$ cat config.mk
export PLATFORM = sky130hd
export DESIGN_NAME = synth_div_loader
export DESIGN_NICKNAME = d
export VERILOG_FILES = /design/src/rtl/sdl_pkg.sv /design/src/rtl/sdl_sync.sv /design/src/rtl/sdl_shift.sv /design/src/rtl/sdl_cfg.sv /design/src/rtl/sdl_test_mux.sv /design/src/rtl/synth_div_loader.sv
export SDC_FILE = /design/constraint.sdc
export NUM_CORES = 1
export LEC_CHECK = 0
export BUFFER_PORTS_ARGS = -buffer_cell sky130_fd_sc_hd__buf_2
export CAP_MARGIN = 20
export CORE_ASPECT_RATIO = 0.8
export CORE_MARGIN = 8
export CORE_UTILIZATION = 60
export CTS_CLUSTER_SIZE = 14
export DETAILED_ROUTE_END_ITERATION = 8
export PLACE_DENSITY = 0.84
export SYNTH_ARGS = -nofsm -noshare
export SYNTH_HDL_FRONTEND = slang
export SYNTH_SLANG_ARGS = --single-unit
$ cat constraint.sdc
create_clock -name clk_i -period 3.79 [get_ports clk_i]
set_input_delay 0.5685 -clock clk_i [delete_from_list [all_inputs] [get_ports clk_i]]
set_output_delay 0.5685 -clock clk_i [all_outputs]
set_load 0.005 [all_outputs]
$ cat src/rtl/sdl_pkg.sv
package sdl_pkg;
  parameter int M_W = 9;
  parameter int N_W = 3;
  parameter int T_W = 2;
  localparam int FRAME_W = M_W + N_W + T_W;

  // field order matches serial frame: first bit shifted -> tsel MSB
  typedef struct packed {
    logic [T_W-1:0] tsel;
    logic [N_W-1:0] n;
    logic [M_W-1:0] m;
  } cfg_t;

  typedef enum logic [1:0] {
    TSEL_LOW  = 2'b00,
    TSEL_DATA = 2'b01,
    TSEL_FB   = 2'b10,
    TSEL_RSVD = 2'b11
  } tsel_e;
endpackage

$ cat src/rtl/sdl_sync.sv
module sdl_sync #(
  parameter int W      = 1,
  parameter int STAGES = 2
) (
  input  logic         clk_i,
  input  logic         rst_ni,
  input  logic [W-1:0] d_i,
  output logic [W-1:0] q_o
);
  logic [W-1:0] stage_q [STAGES];

  always_ff @(posedge clk_i or negedge rst_ni) begin
    if (!rst_ni) begin
      for (int i = 0; i < STAGES; i++) stage_q[i] <= '0;
    end else begin
      stage_q[0] <= d_i;
      for (int i = 1; i < STAGES; i++) stage_q[i] <= stage_q[i-1];
    end
  end

  assign q_o = stage_q[STAGES-1];
endmodule

$ cat src/rtl/sdl_shift.sv
module sdl_shift
  import sdl_pkg::*;
(
  input  logic               clk_i,
  input  logic               rst_ni,
  input  logic               shift_en_i,
  input  logic               bit_i,
  output logic [FRAME_W-1:0] sr_o,
  output logic [FRAME_W-1:0] sr_next_o
);
  logic [FRAME_W-1:0] sr_q;

  assign sr_next_o = {sr_q[FRAME_W-2:0], bit_i};
  assign sr_o      = sr_q;

  always_ff @(posedge clk_i or negedge rst_ni) begin
    if (!rst_ni)         sr_q <= '0;
    else if (shift_en_i) sr_q <= sr_next_o;
  end

  assert_shift_in_R4: assert property (@(posedge clk_i) disable iff (!rst_ni)
    shift_en_i |=> (sr_q[0] == $past(bit_i)) &&
                   (sr_q[FRAME_W-1:1] == $past(sr_q[FRAME_W-2:0])));
endmodule

$ cat src/rtl/sdl_cfg.sv
module sdl_cfg
  import sdl_pkg::*;
(
  input  logic               clk_i,
  input  logic               rst_ni,
  input  logic               par_mode_i,
  input  logic [M_W-1:0]     par_m_i,
  input  logic [N_W-1:0]     par_n_i,
  input  logic               s_load_i,
  input  logic               s_load_rise_i,
  input  logic               s_clk_rise_i,
  input  logic [FRAME_W-1:0] sr_i,
  input  logic [FRAME_W-1:0] sr_next_i,
  output cfg_t               cfg_o
);
  cfg_t cfg_q;
  logic ser_upd;

  // serial update: strobe edge, or transparent shift while strobe high
  assign ser_upd = s_load_rise_i || (s_load_i && s_clk_rise_i);

  always_ff @(posedge clk_i or negedge rst_ni) begin
    if (!rst_ni) begin
      cfg_q <= '0;
    end else if (par_mode_i) begin
      cfg_q.m    <= par_m_i;
      cfg_q.n    <= par_n_i;
      cfg_q.tsel <= '0;
    end else if (ser_upd) begin
      cfg_q <= s_clk_rise_i ? cfg_t'(sr_next_i) : cfg_t'(sr_i);
    end
  end

  assign cfg_o = cfg_q;

  assert_par_track_R2: assert property (@(posedge clk_i) disable iff (!rst_ni)
    par_mode_i |=> (cfg_q.m == $past(par_m_i)) && (cfg_q.n == $past(par_n_i)) &&
                   (cfg_q.tsel == '0));

  assert_hold_R3: assert property (@(posedge clk_i) disable iff (!rst_ni)
    (!par_mode_i && !s_load_rise_i && !s_load_i) |=> $stable(cfg_q));

  assert_serial_load_R5: assert property (@(posedge clk_i) disable iff (!rst_ni)
    (!par_mode_i && s_load_rise_i && !s_clk_rise_i) |=> (cfg_q == $past(sr_i)));

  assert_transparent_R7: assert property (@(posedge clk_i) disable iff (!rst_ni)
    (!par_mode_i && s_load_i && s_clk_rise_i) |=> (cfg_q == $past(sr_next_i)));
endmodule

$ cat src/rtl/sdl_test_mux.sv
module sdl_test_mux
  import sdl_pkg::*;
(
  input  logic [T_W-1:0] tsel_i,
  input  logic           par_mode_i,
  input  logic           s_data_i,
  input  logic           fb_i,
  output logic           test_o
);
  logic sel_val;

  always_comb begin
    unique case (tsel_e'(tsel_i))
      TSEL_DATA: sel_val = s_data_i;
      TSEL_FB:   sel_val = fb_i;
      default:   sel_val = 1'b0;
    endcase
  end

  assign test_o = sel_val && !par_mode_i;
endmodule

$ cat src/rtl/synth_div_loader.sv
module synth_div_loader
  import sdl_pkg::*;
#(
  parameter int M_LOCK_MIN = 250,
  parameter int M_LOCK_MAX = 500
) (
  input  logic           clk_i,
  input  logic           rst_ni,
  input  logic           par_load_ni,
  input  logic [M_W-1:0] par_m_i,
  input  logic [N_W-1:0] par_n_i,
  input  logic           ser_clk_i,
  input  logic           ser_data_i,
  input  logic           ser_load_i,
  input  logic           fb_div_i,
  output logic [M_W-1:0] m_o,
  output logic [N_W-1:0] n_o,
  output logic [T_W-1:0] tsel_o,
  output logic           test_o,
  output logic           m_range_err_o
);
  localparam int SYNC_W = 5 + M_W + N_W;

  logic [SYNC_W-1:0] pins_raw, pins_s;
  logic              p_load_s, s_clk_s, s_data_s, s_load_s, fb_s;
  logic [M_W-1:0]    par_m_s;
  logic [N_W-1:0]    par_n_s;
  logic              s_clk_d, s_load_d;
  logic              s_clk_rise, s_load_rise, par_mode, shift_en;
  logic [FRAME_W-1:0] sr, sr_next;
  cfg_t              cfg;

  assign pins_raw = {par_load_ni, ser_clk_i, ser_data_i, ser_load_i, fb_div_i,
                     par_m_i, par_n_i};

  sdl_sync #(.W(SYNC_W), .STAGES(2)) u_sync (
    .clk_i (clk_i),
    .rst_ni(rst_ni),
    .d_i   (pins_raw),
    .q_o   (pins_s)
  );

  assign {p_load_s, s_clk_s, s_data_s, s_load_s, fb_s, par_m_s, par_n_s} = pins_s;

  always_ff @(posedge clk_i or negedge rst_ni) begin
    if (!rst_ni) begin
      s_clk_d  <= 1'b0;
      s_load_d <= 1'b0;
    end else begin
      s_clk_d  <= s_clk_s;
      s_load_d <= s_load_s;
    end
  end

  assign s_clk_rise  = s_clk_s && !s_clk_d;
  assign s_load_rise = s_load_s && !s_load_d;
  assign par_mode    = !p_load_s;
  assign shift_en    = !par_mode && s_clk_rise;

  sdl_shift u_shift (
    .clk_i     (clk_i),
    .rst_ni    (rst_ni),
    .shift_en_i(shift_en),
    .bit_i     (s_data_s),
    .sr_o      (sr),
    .sr_next_o (sr_next)
  );

  sdl_cfg u_cfg (
    .clk_i        (clk_i),
    .rst_ni       (rst_ni),
    .par_mode_i   (par_mode),
    .par_m_i      (par_m_s),
    .par_n_i      (par_n_s),
    .s_load_i     (s_load_s),
    .s_load_rise_i(s_load_rise),
    .s_clk_rise_i (s_clk_rise),
    .sr_i         (sr),
    .sr_next_i    (sr_next),
    .cfg_o        (cfg)
  );

  sdl_test_mux u_tmux (
    .tsel_i    (cfg.tsel),
    .par_mode_i(par_mode),
    .s_data_i  (s_data_s),
    .fb_i      (fb_s),
    .test_o    (test_o)
  );

  assign m_o    = cfg.m;
  assign n_o    = cfg.n;
  assign tsel_o = cfg.tsel;
  assign m_range_err_o = (int'(cfg.m) < M_LOCK_MIN) || (int'(cfg.m) > M_LOCK_MAX);

  assert_test_par_low_R8: assert property (@(posedge clk_i) disable iff (!rst_ni)
    par_mode |-> !test_o);

  assert_rsvd_low_R8: assert property (@(posedge clk_i) disable iff (!rst_ni)
    (tsel_o == TSEL_RSVD || tsel_o == TSEL_LOW) |-> !test_o);
endmodule

## After elaboration in Yosys (flattened, before gate mapping)

Cells that the tools add are included.

| storage, ports and cells | value |
|---|---|
| register bits after elaboration | 64 |

| operators by class | value |
|---|---|
| $lt $le $gt $ge | 2 |
| multiplexer cells | 4 |
| equality and inequality tests | 3 |
| reduce and logical (&&, ||, !) cells | 9 |

Operator list:

| kind | number |
|---|---|
| 14-bit two-way mux | 3 |
| 9-bit greater-than comparator, second input constant | 1 |
| 9-bit by 8-bit less-than comparator with 1-bit output, second input constant | 1 |
| 1-bit logical AND | 5 |
| 2-bit by 1-bit == test with 1-bit output, second input constant | 1 |
| 2-bit == test, second input constant | 1 |
| 1-bit zero test | 2 |
| 1-bit logical OR | 2 |
| 2-bit by 1-bit != test with 1-bit output, second input constant | 1 |
| 1-bit one-hot mux with 2 select lines | 1 |

## Depth between registers and ports, before layout

Gate-level depths: netlist of run 1.

| logic depth | value |
|---|---|
| depth after elaboration | 6 |
| mapped depth | 5 |

## Hierarchy

A second synthesis of run 1 with hierarchy kept.

| second synthesis, totals | value |
|---|---|
| cells, all modules | 188 |
| area, all modules | 2616.3 µm² |

By module, submodules not included:

| module | times used | area an instance (µm²) | cells an instance |
|---|---|---|---|
| sdl_sync | 1 | 978.4 | 51 |
| sdl_cfg | 1 | 834.6 | 75 |
| sdl_shift | 1 | 624.3 | 43 |
| synth_div_loader | 1 | 123.9 | 13 |
| sdl_test_mux | 1 | 55.1 | 6 |

## Worst setup path after synthesis of run 1

Ideal clock, no wire load.

| path | value |
|---|---|
| path type | reg2out |
| start point | register u_sync.stage_q (netlist bit u_sync.q_o[16]) |
| end point | output test_o |
| slack | 2.229 ns |
| data arrival time | 0.992 ns |
| cell stages (with the launch flop) | 4 |
| cells stage by stage | dfrtp_1 > buf_2 > buf_4 > nor3b_1 |

| between the ends | value |
|---|---|
| cells in the longest elaborated chain, start to end | 1 |

RTL lines:

| item | line | text |
|---|---|---|
| start: declaration | sdl_sync.sv:10 | `logic [W-1:0] stage_q [STAGES];` |
| 1-bit logical AND | sdl_test_mux.sv:20 | `assign test_o = sel_val && !par_mode_i;` |
| end: declaration | synth_div_loader.sv:19 | `output logic test_o,` |

Every way passes these cells.

## Worst setup path after layout of run 1

Same ends and word-level chain as after synthesis.

==> results of run 1 <==
-- synthesized netlist by cell type, types with 4 or more instances --
| cell type | instances | area (sq um) |
|---|---|---|
| nor2b_1 | 12 | 75.1 |
| a31oi_1 | 14 | 87.6 |
| inv_1 | 5 | 18.8 |
| nand2_1 | 4 | 15.0 |
| mux2_2 | 4 | 45.0 |
| dfrtp_1 | 64 | 1600 |
| mux2_4 | 10 | 150 |
| buf_2 | 6 | 30.0 |
| mux2i_1 | 12 | 120 |
| o211ai_1 | 12 | 90.1 |
| nand4_1 | 13 | 81.3 |
-- metrics by stage --
stage / setup slack (ns) / utilization / hold WS, ns
after floorplan: 2.23 / - / 0.273
after global placement: 1.88 / 0.655 / 0.331
after detailed placement: 1.77 / 0.655 / 0.336
after CTS: 1.67 / 0.704 / 0.318
after global routing: 1.51 / 0.704 / 0.306
final: 1.68 / 0.704 / 0.305
-- per-layer routing --
metal  vias up  wire length (um)
met5         -                 0
met4         0               106
met3        12               354
met2        52              2500
met1       815              2090
li1        726                 -
-- flip-flops by register name (all words and copies together), names as in the netlist --
register and flops:
s_clk_d 1, s_load_d 1, u_shift.sr_o 14, u_cfg.cfg_o 14, u_sync.stage_q 17, u_sync.q_o 17
-- kinds of logic after synthesis --
logic type	synth area share
flops	0.640
buf+inv	0.0375
fa+ha+maj	0.00999
mux	0.126
compound gates	0.0980
simple gates	0.0890
-- final cells by class --
type / count / area, sq um / share of cell area
Clock buffer: 13 / 159 / 0.0551
Sequential cell: 64 / 1600 / 0.555
Timing Repair Buffer: 36 / 185 / 0.0642
Inverter: 5 / 18.8 / 0.00651
Clock inverter: 3 / 40.0 / 0.0139
Multi-Input combinational cell: 99 / 808 / 0.280
Tap cell: 57 / 71.3 / 0.0247
-- power breakdown --
part           internal, uW  leakage [uW]  switching (uW)
registers               762      0.000776            80.4
logic                   110      0.000443            88.0
clock network           338      0.000103             239
-- final timing paths --
| kind | endpoint | from |
|---|---|---|
| min in group clk_i | u_sync.stage_q[32] | ser_clk_i |
| setup / recovery | test_o | u_sync.q_o[16] |
| max in group asynchronous | s_load_d | rst_ni |
| setup reg to reg | u_shift.sr_o[9] | u_sync.q_o[15] |
| hold reg to reg | u_sync.q_o[12] | u_sync.stage_q[29] |
| hold / removal | u_sync.q_o[2] | rst_ni |
==> flow_summary_export.csv, run 1 <==
group,metric,value,unit
outcome,status,"completed",
grt,top_usage_layer,"met2",
finish,fin_area,2880,sq um
die,die_x,88.2,um
timing,slew_headroom,0.306,
setup_path,regToRegSetupSlack,1.74,ns
timing,fin_crit_sh,0.558,
synthesis,yosysWarnings,0,
clock_network,cts.sinks,64,
die,die-height,73.8,um
die,start_util,0.611,
power,power_density,561,nW/um^2
clock_network,clockBufferDepth,2,
clock_network,cts_tree,"done",
power,finalPower,1620,uW
grt,grt_pass1_wl,8.38,mm
finish,instances_no_fill,277,
finish,fill_cells,302,
clock_network,clock_latency,0.34,ns
timing,hold_viol_final,0,
setup_path,max_stage_delay,0.80,ns
finish,area_growth,15.2,%
clock_network,htreeDepth,3,
die,num_io_pins,35,
synthesis,avgSynthCellArea,13.9,sq um
timing,finalSetupViolCount,0,
die,core.rowCount,21,
setup_path,crit_path_top_delay_cell,"dfrtp_1",
timing,setup_tns,0,ns
power,leakagePower,0.00132,uW
finish,final_common_cell,"dfrtp_1",
grt,antenna_found_initial,0,
clock_network,post_cts_buffers,0,
timing,min_period,2.11,ns
setup_path,crit_chain,"nor3b_1, buf_2",
synthesis,syn_nets,201,
clock_network,cts.clk_slew.worst_paths,0.06,ns
clock_network,cts_inserted_buffers,9,
grt,grt_use_met1,0.224,
synthesis,async_flop_share,1.00,
timing,fmax,473,MHz
setup_path,endpoint_kind,"output port",
finish,drive_gt1_frac,0.314,
die,die_area,6510,sq um
synthesis,syn_inst,180,
timing,skew,0.00464,ns
grt,grt_pass1_vias,1645,
clock_network,ctsResizeCount,0,
placed_design,numPortBuffers,34,
detailed_routing,num_vias,1605,
grt,grt_use_met3,0.0726,
detailed_routing,drtIter0Drc,93,
timing,rsz0062_at_grt,"no",
finish,nets,236,
setup_path,cp_max_fo,22,
setup_path,startpoint_type,"register",
grt,grt_util_met2,0.266,
grt,grt_max_degree,37,
placed_design,routabilityCongestion,0.765,
detailed_routing,wl_per_cell,18.3,um
die,core,4100,sq um
detailed_routing,finalWirelength,5.06,mm
clock_network,root_buffer,"clkbuf_8",
setup_path,rr_worst_depth,3,
setup_path,critPathBufInv,1,
grt,grt_usage,0.179,
setup_path,cp.arrival,1.55,ns
power,power.ir.vdd_worst,0.000343,V
clock_network,ctsHoldBuffers,0,
timing,finalMaxSlewViolations,0,
detailed_routing,avgViaCountPerCell,5.79,
detailed_routing,postRouteAntennaNets,0,
setup_path,required,3.22,ns
setup_path,crit_type,"register to output port",
setup_path,path_depth,2,
synthesis,synth.distinct_cells,28,
timing,worst_slew_pin_slew,1.04,ns
synthesis,synth_ff_type,"dfrtp_1",
detailed_routing,first_pass_iters,4,
setup_path,cpLargestDelayFamily,"flip-flops",
placed_design,place_area,2690,sq um
detailed_routing,drc,0,
placed_design,numPlacedInstances,261,
placed_design,dpl.hpwl,3.28,mm
synthesis,synth_edf_count,0,
finish,antenna_cells,0,
synthesis,ys_seq_area_frac,0.640,
flow_run,maxCapViolCount,0,
finish,layout_common_cells,"dfrtp_1 (64), buf_2 (34), a31oi_1 (14)",
worst_hold_path,hold_class,"input pin to async pin",
synthesis,netlist_area,2500,sq um
synthesis,ys_ff_latch,64,
grt,overflow,0,
Power figures use the tool's default switching activity.
==> run 2, diff against run 1 <==
- CORE_UTILIZATION: 60 -> 50
- PLACE_DENSITY: 0.84 -> 0.75
- clock period: 3.79 -> 1.9 ns (I/O delays scaled with it)
==> run 2 against run 1 <==
Compared with the run above:
- die area up 16%
- global-route usage down 3.0 points
- sequential power increased by 98%
- sequential share of layout area down 1.5 points
- via count is 0.19% higher
- critical path depth grew 2
- largest cell class unchanged
- largest power group unchanged
==> flow_summary_export.csv, run 2 (synthesis gave the netlist of run 1 again) <==
group,metric,value,unit
clock_network,cts.clk_slew.worst_paths,0.07,ns
die,die-height,79.3,um
timing,layout_setup_ws,0.162,ns
setup_path,critPathBufInv,2,
finish,drive_gt1_frac,0.329,
detailed_routing,drtIter0Drc,119,
timing,fmax,575,MHz
grt,grt_pass1_vias,1700,
finish,final_common_cell,"dfrtp_1",
power,power.ir.vdd_worst,0.000576,V
die,die_area,7540,sq um
timing,finalMaxSlewViolations,0,
die,die_x,95.1,um
timing,setup_tns,0,ns
grt,grt_usage,0.148,
setup_path,regToRegSetupSlack,0.41,ns
setup_path,startpoint_type,"register",
grt,antenna_found_initial,0,
placed_design,place_area,2730,sq um
grt,grt_max_degree,65,
detailed_routing,finalWirelength,4.94,mm
worst_hold_path,hold_class,"input pin to register",
clock_network,cts_tree,"done",
clock_network,root_buffer,"clkbuf_8",
clock_network,clock_latency,0.34,ns
clock_network,htreeDepth,3,
detailed_routing,drc,0,
setup_path,crit_path_top_delay_cell,"dfrtp_1",
detailed_routing,first_pass_iters,4,
die,core.rowCount,23,
detailed_routing,avgViaCountPerCell,5.60,
finish,area_growth,18.3,%
die,core,4920,sq um
finish,nets,241,
finish,fill_cells,389,
clock_network,clockBufferDepth,2,
die,num_io_pins,35,
outcome,status,"completed",
placed_design,numPortBuffers,34,
timing,finalSetupViolCount,0,
setup_path,required,1.62,ns
detailed_routing,wl_per_cell,17.2,um
clock_network,cts_inserted_buffers,9,
finish,antenna_cells,0,
finish,post-route-util,0.602,
setup_path,endpoint_kind,"output port",
finish,multi_input_area,808,sq um
clock_network,post_cts_buffers,0,
setup_path,max_stage_delay,0.42,ns
timing,slew_headroom,0.608,
grt,grt_pass1_wl,8.36,mm
timing,fin_crit_sh,0.915,
placed_design,dpl.hpwl,3.28,mm
timing,min_period,1.74,ns
setup_path,crit_type,"register to output port",
clock_network,ctsHoldBuffers,1,
setup_path,cp_max_fo,5,
grt,overflow,0,
detailed_routing,postRouteAntennaNets,0,
power,finalPower,3300,uW
setup_path,cpLargestDelayFamily,"flip-flops",
power,power_density,1120,nW/um^2
finish,layout_common_cells,"dfrtp_1 (64), buf_2 (34), a31oi_1 (14)",
timing,hold_viol_final,0,
die,start_util,0.509,
setup_path,crit_chain,"inv_1, ha_1, nor3b_1, buf_2",
power,leakagePower,0.00136,uW
timing,worst_slew_pin_slew,0.588,ns
placed_design,place_ws,0.435,ns
timing,skew,0.00526,ns
detailed_routing,num_vias,1608,
setup_path,cp.arrival,1.45,ns
placed_design,routabilityCongestion,0.747,
timing,rsz0062_at_grt,"no",
finish,fin_area,2960,sq um
clock_network,cts.sinks,64,
clock_network,ctsResizeCount,0,
finish,ff_latch_area,1600,sq um
flow_run,maxCapViolCount,0,
run 2: cell count changes in the layout (fill, tap and decap cells not counted):
cell,previous run,this run
clkinv_2,2,1
buf_4,2,5
buf_12,0,1
clkbuf_8,11,13
dlygate4sd3_1,0,1
clkbuf_1,2,1
run 2: path summary, 6_finish.rpt:
path / from / to / cells after the start
worst max-delay path: u_cfg.cfg_o[12] / test_o / 4
worst min-delay path: par_m_i[4] / u_sync.stage_q[24] / 1
worst max register to register: u_sync.q_o[15] / u_cfg.cfg_o[0] / 4
worst min register to register: u_sync.stage_q[26] / u_sync.q_o[9] / 0
max in group asynchronous: rst_ni / u_sync.q_o[13] / 3
min in group asynchronous: rst_ni / u_cfg.cfg_o[6] / 3
run 2: power by group:
group	switching (uW)	total (uW)	leakage (uW)	internal, uW
combinational	174	402	0.000471	228
sequential	150	1670	0.000776	1520
clock	483	1230	0.000113	747
total	807	3300	0.00136	2500
run 2: final cells by class:
cell class / instances / share of cell area
Sequential cell: 64 / 0.541
Multi-Input combinational cell: 99 / 0.273
Timing Repair Buffer: 41 / 0.0803
Clock buffer: 14 / 0.0617
Tap cell: 62 / 0.0262
Clock inverter: 2 / 0.0118
Inverter: 5 / 0.00634
run 2: through the flow:
stage / hold slack, ns / std cells
after floorplan: -0.0106 / 180
after global placement: 0.321 / 270
after detailed placement: 0.323 / 270
after CTS: 0.0243 / 287
after global routing: 0.0277 / 287
final: 0.0496 / 287
run 2: layer usage:
metal,part of all wire,global-route usage,up-vias
met5,0,0,-
met4,0.025,0.0871,0
met3,0.049,0.0584,14
met2,0.49,0.223,31
met1,0.44,0.176,824
li1,-,-,739
==> run 3, diff against run 2 <==
- BUFFER_PORTS_ARGS: -buffer_cell sky130_fd_sc_hd__buf_2 -> default
- CORE_UTILIZATION: 50 -> 55
- DONT_BUFFER_PORTS: default -> 1
- PLACE_DENSITY: 0.75 -> 0.74
==> run 3 against run 2 <==
Compared with the run above:
- core utilization increased by 5.2 points
- sequential share of layout area is 0.53 points higher
- highest routed layer unchanged
- largest cell class unchanged
- count of clock-buffer cells in the layout decreased by 1
- cell count fell by 7.3%
- combinational power is 7.5% lower
- largest power group unchanged
- clock skew up 0.0031 ns
- routed wire length decreased by 1.9%
- die area fell by 7.4%
- critical path type unchanged
- worst hold slack gained 0.29 ns
- critical endpoint unchanged
==> flow_summary_export.csv, run 3 (synthesis gave the netlist of run 1 again) <==
group,metric,value,unit
timing,worst_slew_pin_slew,0.625,ns
detailed_routing,drc,0,
timing,rsz0062_at_grt,"no",
grt,grt_usage,0.154,
grt,grt_max_degree,65,
setup_path,cp_max_fo,5,
clock_network,clockBufferDepth,2,
detailed_routing,num_vias,1542,
timing,setup_tns,0,ns
die,core,4490,sq um
setup_path,startpoint_type,"register",
timing,min_period,1.73,ns
worst_hold_path,hp-start,"u_sync.stage_q[27]",
worst_hold_path,min_path_cells,0,
grt,antenna_found_initial,0,
placed_design,dpl.hpwl,3.00,mm
grt,grt_pass1_vias,1611,
flow_run,maxCapViolCount,0,
finish,antenna_cells,0,
setup_path,crit_type,"register to output port",
timing,finalMaxSlewViolations,0,
grt,overflow,0,
finish,nets,222,
timing,fin_crit_sh,0.909,
clock_network,htreeDepth,3,
finish,final_common_cell,"dfrtp_1",
setup_path,rr_worst_depth,4,
detailed_routing,drtIter0Drc,79,
finish,area_growth,17.1,%
power,combPwrFrac,0.116,
power,power.ir.vdd_worst,0.000597,V
timing,hold_viol_final,0,
power,leakagePower,0.00127,uW
finish,layout_common_cells,"dfrtp_1 (64), dlygate4sd3_1 (18), a31oi_1 (14)",
setup_path,worstReg2RegEnd,"u_cfg.cfg_o[2]",
detailed_routing,postRouteAntennaNets,0,
clock_network,cts.sinks,64,
power,swShare,0.250,
timing,skew,0.00832,ns
power,finalPower,3210,uW
die,core.rowCount,22,
detailed_routing,avgViaCountPerCell,5.80,
clock_network,cts.clk_slew.worst_paths,0.07,ns
setup_path,required,1.62,ns
placed_design,routabilityCongestion,0.836,
timing,finalSetupViolCount,0,
die,die_area,6980,sq um
power,clockPowerShare,0.360,
power,switchingPower,802,uW
clock_network,post_cts_buffers,0,
clock_network,root_buffer,"clkbuf_8",
setup_path,cp.arrival,1.44,ns
setup_path,endpoint_kind,"output port",
outcome,status,"completed",
detailed_routing,first_pass_iters,5,
power,internal_power,2410,uW
worst_hold_path,hold_path_end,"u_sync.q_o[10]",
power,power_density,1090,nW/um^2
worst_hold_path,hold_class,"register to register",
detailed_routing,finalWirelength,4.85,mm
timing,fmax,579,MHz
grt,grt_pass1_wl,8.34,mm
timing,fin_hold_ws,0.343,ns
placed_design,numPortBuffers,0,
timing,slew_headroom,0.583,
finish,drive_gt1_frac,0.180,
setup_path,timing.rr.start,"u_sync.q_o[15]",
clock_network,cts_tree,"done",
clock_network,cts_inserted_buffers,9,
die,die_x,91.4,um
clock_network,clock_latency,0.34,ns
detailed_routing,wl_per_cell,18.2,um
die,start_util,0.558,
die,die-height,76.3,um
power,power_frac_seq,0.524,
die,num_io_pins,35,
setup_path,regToRegSetupSlack,0.40,ns
## run 3: final cells by class
cell class / instances / area, sq um
inverter: 5 / 18.8
clock inverter: 3 / 40.0
tap: 60 / 75.1
timing repair buffer: 22 / 230
sequential: 64 / 1600
clock buffer: 13 / 159
multi-input combinational: 99 / 808
fill: 328 / 1550
## run 3: worst max path at each step
stage                         start               end  slack (ns)  cells after the start
global placement    u_cfg.cfg_o[12]            test_o        0.49                      3
detailed placement   u_sync.q_o[15]    u_cfg.cfg_o[5]        0.41                      4
floorplan            u_sync.q_o[15]  u_shift.sr_o[10]        0.60                      5
finish              u_cfg.cfg_o[12]            test_o        0.17                      3
CTS                 u_cfg.cfg_o[12]            test_o        0.11                      3
global route        u_cfg.cfg_o[12]            test_o        0.02                      3
## run 3: per-stage QoR
stage / util / std cells / setup slack, ns / instance area (sq um)
6_report: 0.654 / 266 / 0.173 / 2930
2_1_floorplan: - / 180 / 0.598 / 2500
4_1_cts: 0.654 / 266 / 0.114 / 2930
3_3_place_gp: 0.563 / 231 / 0.490 / 2530
5_1_grt: 0.654 / 266 / 0.0164 / 2930
3_5_place_dp: 0.563 / 231 / 0.411 / 2530
## run 3: what timing repair did
item / CTS / global route
gates resized for setup: 0 / 0
hold buffers: 19 / 0
endpoints found under the hold margin: 81 / 0
endpoints found under the setup margin: 0 / 0
## run 3: per-layer routing
metal,GRT usage,up-vias,share of wire
met1,0.184,783,0.42
met4,0.0522,0,0.011
met5,0,-,0
met3,0.0719,10,0.076
met2,0.238,51,0.49
li1,-,698,-
## run 3: power by group through the flow
stage / clock [uW] / combinational (uW) / sequential [uW]
after detailed placement: 0 / 308 / 1710
after global placement: 0 / 292 / 1700
final: 1150 / 372 / 1680
after floorplan: 0 / 273 / 1650
after global routing: 1240 / 411 / 1700
after CTS: 1180 / 376 / 1680
## run 3: critical path, stage by stage (launching register included)
cell and delay, ns:
dfrtp_1 0.43, inv_1 0.06, ha_1 0.29, nor3b_1 0.33
